## config.mk

```make
export PLATFORM = sky130hd
export DESIGN_NAME = trisense_rationalizer
export DESIGN_NICKNAME = d
export VERILOG_FILES = /design/src/rtl/trs_pkg.sv /design/src/rtl/trs_bounds_check.sv /design/src/rtl/trs_drift_check.sv /design/src/rtl/trs_select.sv /design/src/rtl/trisense_rationalizer.sv
export SDC_FILE = /design/constraint.sdc
export NUM_CORES = 1
export LEC_CHECK = 0
export BUFFER_PORTS_ARGS = -buffer_cell sky130_fd_sc_hd__buf_2
export CAP_MARGIN = 20
export CORE_MARGIN = 1
export CORE_UTILIZATION = 55
export CTS_BUF_LIST = sky130_fd_sc_hd__clkbuf_8
export DETAILED_ROUTE_END_ITERATION = 12
export GPL_TIMING_DRIVEN = 0
export HOLD_SLACK_MARGIN = 0.02
export PLACE_DENSITY = 0.77
export SETUP_SLACK_MARGIN = 0.15
export SLEW_MARGIN = 20
export SYNTH_ARGS = -nofsm -noshare
export SYNTH_HDL_FRONTEND = slang
export SYNTH_SLANG_ARGS = --single-unit
```

## constraint.sdc

```tcl
create_clock -name clk -period 5.9 [get_ports clk]
set_input_delay 0.295 -clock clk [delete_from_list [all_inputs] [get_ports clk]]
set_output_delay 0.295 -clock clk [all_outputs]
set_load 0.01 [all_outputs]
```

## src/rtl/trs_pkg.sv

```systemverilog
package trs_pkg;
   localparam int NCH = 3;
   typedef enum logic [1:0] {
      SRC_DIRECT  = 2'd0,
      SRC_RELAY_A = 2'd1,
      SRC_RELAY_B = 2'd2,
      SRC_NONE    = 2'd3
   } src_e;
endpackage

```

## src/rtl/trs_bounds_check.sv

```systemverilog
module trs_bounds_check #(
   parameter int TW        = 12,
   parameter int LO_LIMIT  = 100,
   parameter int HI_LIMIT  = 3900,
   parameter int OVR_LIMIT = 2000
) (
   input  logic [TW-1:0] reading,
   output logic          insane,
   output logic          hot
);
   localparam logic [TW-1:0] LO_V  = TW'(LO_LIMIT);
   localparam logic [TW-1:0] HI_V  = TW'(HI_LIMIT);
   localparam logic [TW-1:0] OVR_V = TW'(OVR_LIMIT);

   always_comb begin
      insane = (reading > HI_V) || (reading < LO_V);
      // hot: above over-range yet still within the sane window
      hot    = (reading > OVR_V) && (reading <= HI_V);
   end
endmodule

```

## src/rtl/trs_drift_check.sv

```systemverilog
module trs_drift_check #(
   parameter int TW        = 12,
   parameter bit INCLUSIVE = 1'b0
) (
   input  logic [TW-1:0] self_v,
   input  logic [TW-1:0] peer0,
   input  logic [TW-1:0] peer1,
   input  logic [TW-1:0] thr,
   output logic          drift
);
   localparam int EW = TW + 1;
   logic [EW-1:0] s_ext, lim0, lim1;

   always_comb begin
      s_ext = {1'b0, self_v};
      lim0  = {1'b0, peer0} + {1'b0, thr};
      lim1  = {1'b0, peer1} + {1'b0, thr};
   end

   generate
      if (INCLUSIVE) begin : g_incl
         assign drift = (s_ext >= lim0) && (s_ext >= lim1);
      end else begin : g_strict
         assign drift = (s_ext > lim0) && (s_ext > lim1);
      end
   endgenerate
endmodule

```

## src/rtl/trs_select.sv

```systemverilog
module trs_select
   import trs_pkg::*;
#(
   parameter int TW = 12
) (
   input  logic [NCH-1:0][TW-1:0] vals,
   input  logic [NCH-1:0]         fault,
   output src_e                   sel,
   output logic [TW-1:0]          sel_val,
   output logic                   any_ok
);
   always_comb begin
      sel     = SRC_NONE;
      sel_val = '0;
      any_ok  = 1'b0;
      // scan from lowest priority upward so the highest-priority clean channel wins
      for (int i = NCH - 1; i >= 0; i--) begin
         if (!fault[i]) begin
            sel     = src_e'(2'(i));
            sel_val = vals[i];
            any_ok  = 1'b1;
         end
      end
   end

   // a chosen channel is never one flagged faulty
   always_comb begin
      if (any_ok) begin
         a_sel_clean_r3: assert (!fault[sel]);
      end
   end
endmodule

```

## src/rtl/trisense_rationalizer.sv

```systemverilog
module trisense_rationalizer
   import trs_pkg::*;
#(
   parameter int TW           = 12,
   parameter int LO_LIMIT     = 100,
   parameter int HI_LIMIT     = 3900,
   parameter int OVR_LIMIT    = 2000,
   parameter bit DRIFT_INCLUSIVE = 1'b0
) (
   input  logic          clk,
   input  logic          rst_n,
   input  logic          smp_valid,
   input  logic [TW-1:0] t_direct,
   input  logic [TW-1:0] t_relay_a,
   input  logic [TW-1:0] t_relay_b,
   input  logic [TW-1:0] drift_thr,
   output logic [TW-1:0] temp_out,
   output logic          temp_ok,
   output logic [1:0]    src_sel,
   output logic [2:0]    insane_flags,
   output logic [2:0]    drift_flags,
   output logic          over_conf,
   output logic          out_strobe
);
   localparam int CW = $clog2(NCH + 1);

   generate
      if (TW < 4) begin : g_bad_tw
         $error("trisense_rationalizer: TW too small");
      end
      if (!(LO_LIMIT < OVR_LIMIT && OVR_LIMIT < HI_LIMIT)) begin : g_bad_order
         $error("trisense_rationalizer: limits must satisfy LO < OVR < HI");
      end
      if (HI_LIMIT >= (1 << TW)) begin : g_bad_hi
         $error("trisense_rationalizer: HI_LIMIT does not fit TW");
      end
   endgenerate

   logic [NCH-1:0][TW-1:0] vals;
   logic [NCH-1:0]         ins_c, hot_c, drf_c, fault_c;
   src_e                   sel_c;
   logic [TW-1:0]          sel_val_c;
   logic                   any_ok_c;
   logic [CW-1:0]          hot_cnt;

   assign vals[0] = t_direct;
   assign vals[1] = t_relay_a;
   assign vals[2] = t_relay_b;

   for (genvar g = 0; g < NCH; g++) begin : g_ch
      trs_bounds_check #(
         .TW(TW), .LO_LIMIT(LO_LIMIT), .HI_LIMIT(HI_LIMIT), .OVR_LIMIT(OVR_LIMIT)
      ) u_bounds (
         .reading(vals[g]),
         .insane (ins_c[g]),
         .hot    (hot_c[g])
      );
      trs_drift_check #(.TW(TW), .INCLUSIVE(DRIFT_INCLUSIVE)) u_drift (
         .self_v(vals[g]),
         .peer0 (vals[(g + 1) % NCH]),
         .peer1 (vals[(g + 2) % NCH]),
         .thr   (drift_thr),
         .drift (drf_c[g])
      );
      assign fault_c[g] = ins_c[g] | drf_c[g];
   end

   trs_select #(.TW(TW)) u_sel (
      .vals   (vals),
      .fault  (fault_c),
      .sel    (sel_c),
      .sel_val(sel_val_c),
      .any_ok (any_ok_c)
   );

   always_comb begin
      hot_cnt = '0;
      for (int i = 0; i < NCH; i++) hot_cnt = hot_cnt + CW'(hot_c[i]);
   end

   always_ff @(posedge clk) begin
      if (!rst_n) begin
         temp_out     <= '0;
         temp_ok      <= 1'b0;
         src_sel      <= SRC_NONE;
         insane_flags <= '0;
         drift_flags  <= '0;
         over_conf    <= 1'b0;
         out_strobe   <= 1'b0;
      end else begin
         out_strobe <= smp_valid;
         if (smp_valid) begin
            insane_flags <= ins_c;
            drift_flags  <= drf_c;
            src_sel      <= sel_c;
            temp_ok      <= any_ok_c;
            over_conf    <= (hot_cnt >= CW'(2));
            if (any_ok_c) temp_out <= sel_val_c;
         end
      end
   end

   // each sample yields a strobe on the following cycle
   p_strobe_follows_r1: assert property (@(posedge clk) disable iff (!rst_n)
      smp_valid |=> out_strobe);

   // clean direct channel is always the one reported
   p_direct_pref_r3: assert property (@(posedge clk) disable iff (!rst_n)
      out_strobe && !insane_flags[0] && !drift_flags[0] |-> src_sel == 2'd0);

   // with nothing trusted, the temperature is held
   p_hold_when_lost_r7: assert property (@(posedge clk) disable iff (!rst_n)
      smp_valid && !any_ok_c |=> $stable(temp_out) && !temp_ok && src_sel == 2'd3);

   // confirmation implies a trusted reading exists
   p_over_needs_trust_r6: assert property (@(posedge clk) disable iff (!rst_n)
      out_strobe && over_conf |-> temp_ok);

   // outputs are quiet between samples
   p_idle_stable_r10: assert property (@(posedge clk) disable iff (!rst_n)
      !smp_valid |=> $stable(temp_out) && $stable(src_sel) && $stable(insane_flags)
                     && $stable(drift_flags) && $stable(over_conf) && $stable(temp_ok));
endmodule

```

==> run_results.csv <==
group,metric,value,unit
logic_synthesis,syn_area,4890,um^2
clock_tree,hold_buffers,0,
logic_synthesis,postSynthAreaPerCell,8.28,um^2
logic_synthesis,syn_nets,741,
cells_and_area,fin_nets,818,
cells_and_area,mostFrequentLayoutCell,"ha_1",
timing,worst_slack,0.944,ns
hold_path,worstHoldEndpoint,"src_sel[1]$_SDFFE_PN1P_",
clock_tree,clk_pin_slew,0.09,ns
pwr,p_per_area,173,nW/um^2
logic_synthesis,synth_compound_area_frac,0.306,
placement,place_hpwl,12.8,mm
clock_tree,cts_resized,0,
critical_path,worstReg2RegStart,"temp_out[7]$_SDFFE_PN0P_",
placement,gp_congestion,0.961,
pwr,ir_worst_vdd,0.0000735,V
drt,drtPass1Iterations,5,
grt,track_usage,0.327,
timing,period_needed,4.96,ns
floorplanning,die-area,9270,um^2
logic_synthesis,synth_xor_area_frac,0.0763,
logic_synthesis,synth_top_area_cell,"ha_1",
job,maxCapViolCount,0,
logic_synthesis,synth_top_area_frac,0.248,
timing,hold_violations,0,
drt,drt_iter0_drc,252,
critical_path,required,6.07,ns
logic_synthesis,synthMuxAreaShare,0.00410,
clock_tree,clock_latency,0.28,ns
floorplanning,die_y,96.3,um
timing,drv_slew,0,
drt,wl_per_cell,19.6,um
logic_synthesis,synth-seq-cells,23,
logic_synthesis,synthFlopType,"dfxtp_1",
floorplanning,core,8680,um^2
drt,routed_wl,15.2,mm
cells_and_area,fillers,794,
grt,grt_pass1_vias,4763,
logic_synthesis,synth_top_family_by_area,"compound AO/OA/AOI/OAI gates",
clock_tree,cts_made_buffers,3,
drt,drcViolationCount,0,
logic_synthesis,async_reset_ff_frac,0,
cells_and_area,drive_gt1_frac,0.191,
cells_and_area,layout.cells.non_filler,774,
logic_synthesis,synth_edf_count,0,
floorplanning,row_count,34,
drt,routed_via_density,6.62,
timing,setup_viol,0,
floorplanning,fp.dieW,96.3,um
floorplanning,pin_count,74,
logic_synthesis,synthSimpleGateAreaFrac,0.208,
clock_tree,cts_tree,"yes",
logic_synthesis,synth_area_leaders,"ha_1 25%, dfxtp_1 9.4%, a21oi_1 4.6%, xor2_1 3.0%, nand2_1 2.9%",
logic_synthesis,synth-adder-area-share,0.261,
critical_path,cp-start-kind,"input pin",
outcome,status,"finished, final reports clean",
critical_path,reg2reg_slack,4.94,ns
placement,place_ws,0.774,ns
cells_and_area,num_antenna_cells,0,
critical_path,crit_start,"t_direct[0]",
cells_and_area,most-common-layout-cells,"97 x ha_1, 74 x buf_2, 45 x a21oi_1, 38 x nand2_1, 31 x inv_1",
critical_path,criticalPathCategory,"input pin to flip-flop",
grt,grt_overflow,0,
clock_tree,cts_num_sinks,23,
critical_path,path_max_fanout,10,
placement,place_inst,770,
pwr,p_leak,0.00249,uW
grt,grt_antenna_before_repair,0,
timing,finalClockSkew,0,ns
logic_synthesis,synth_warnings,0,
clock_tree,clk_path_buf_depth,2,
floorplanning,initial_core_util,0.563,
hold_path,hp-start,"rst_n",
timing,final.period_utilization,0.840,
timing,fmax,0.202,GHz
logic_synthesis,synth_cells,590,
critical_path,reg2reg_depth,4,
logic_synthesis,synth.yosys.seq_area_share,0.0942,
grt,grt_max_degree,14,
hold_path,worstHoldPathType,"input pin to flip-flop",
drt,vias,5125,
placement,io_buffers,72,
cells_and_area,area_delta_synth_final,11.1,%
critical_path,worst-endpoint-arrival,5.13,ns
drt,ant_nets,0,
timing,slew_headroom,0.366,
logic_synthesis,ys_types,82,
grt,grt_pass1_wl,23.1,mm
clock_tree,post_cts_buffers,0,
hold_path,whs_path_depth,2,
critical_path,timing.rr.end,"temp_out[7]$_SDFFE_PN0P_",
clock_tree,root_buffer,"clkbuf_8",
clock_tree,h-tree-depth,1,
critical_path,end_kind,"flip-flop",
timing,worst_slew_pin_slew,0.927,ns
timing,rsz0062_at_grt,"false",
timing,setup-tns-final,0,ns
-- logic make-up (layout without fill, tap and decap cells) --
family,count (synthesis),in the layout
AOI/OAI and AO/OA,206,206
and+or+nand+nor,176,176
adders and majority gates,100,100
buffers and inverters,48,124
xor gates and xnor gates,35,35
DFF,23,23
muxes,2,2
-- registers in the layout (all words and copies together) (netlist names) --
signal	flops
drift_flags	3
insane_flags	3
out_strobe	1
over_conf	1
src_sel	2
temp_ok	1
temp_out	12
-- synth_stat cells (all sizes together), types with 4 or more instances --
cell	n
a2111oi	4
a211oi	14
a21o	18
a21oi	45
a221oi	11
a31o	4
a31oi	8
and2	7
and2b	8
and3	7
and4	9
buf	9
clkbuf	7
dfxtp	23
ha	97
inv	31
nand2	38
nand2b	11
nand3	11
nand4	12
nor2	28
nor2b	9
nor3	8
nor3b	6
nor4	6
o211ai	12
o21a	9
o21ai	28
o21bai	8
o32ai	10
or2	6
or4	4
xnor2	14
xor2	17
-- routing by layer --
layer  part of all wire  up-vias  wire length [um]  track usage
li1                   -     2461                 -            -
met1               0.44     2425              6700        0.404
met2               0.47      194              7170        0.578
met3              0.051       45               774       0.0213
met4              0.037        0               557        0.146
met5                  0        -                 0            0
-- worst max-delay path, stage by stage --
cell and delay (ns):
buf_2 0.12, ha_1 0.24, inv_1 0.08, fa_1 0.20
and2b_1 0.21, o2111ai_1 0.58, nand2_1 0.18, a21o_1 0.22
a21oi_1 0.16, xor2_1 0.28, ha_1 0.30, and4_2 0.25
a21oi_1 0.14, nand2_1 0.07, a31oi_1 0.27, nor4b_2 0.10
a2111oi_0 0.39, or4_4 0.25, and3b_2 0.22, buf_6 0.15
a221oi_1 0.10, o32ai_1 0.32
-- power breakdown --
part | switching (uW) | leakage (uW) | total (uW) | internal, uW
Sequential | 5.86 | 0.000190 | 174 | 168
Combinational | 376 | 0.00228 | 664 | 288
Clock | 54.8 | 0.0000255 | 102 | 47.4
Total | 437 | 0.00249 | 940 | 503
-- worst max path at each step --
stage / cells after the start / slack (ns) / end
6_report: 22 / 0.94 / temp_out[5]$_SDFFE_PN0P_
5_1_grt: 22 / 0.80 / temp_out[5]$_SDFFE_PN0P_
4_1_cts: 22 / 1.03 / temp_out[5]$_SDFFE_PN0P_
2_1_floorplan: 21 / 1.65 / temp_out[0]$_SDFFE_PN0P_
3_5_place_dp: 22 / 0.77 / temp_out[5]$_SDFFE_PN0P_
3_3_place_gp: 22 / 0.97 / temp_out[2]$_SDFFE_PN0P_
-- cell type report --
class | instances | area, um^2 | area share
clock buffers | 3 | 41.3 | 0.00761
flip-flops and latches | 23 | 460 | 0.0848
plain buffers | 17 | 130 | 0.0240
clock inverters | 1 | 5.00 | 0.000922
multi-input cells | 519 | 4180 | 0.770
well taps | 108 | 135 | 0.0249
inverters | 31 | 116 | 0.0214
repair buffers | 72 | 360 | 0.0664
-- metrics by stage --
stage | util | area [um^2] | power [uW] | hold slack (ns)
final | 0.626 | 5430 | 940 | 0.242
after global placement | 0.620 | 5380 | 803 | 0.437
after detailed placement | 0.620 | 5380 | 827 | 0.442
after CTS | 0.626 | 5430 | 928 | 0.238
after global routing | 0.626 | 5430 | 1010 | 0.256
after floorplan | - | 4890 | 646 | 0.357
Power figures use the tool's default switching activity.
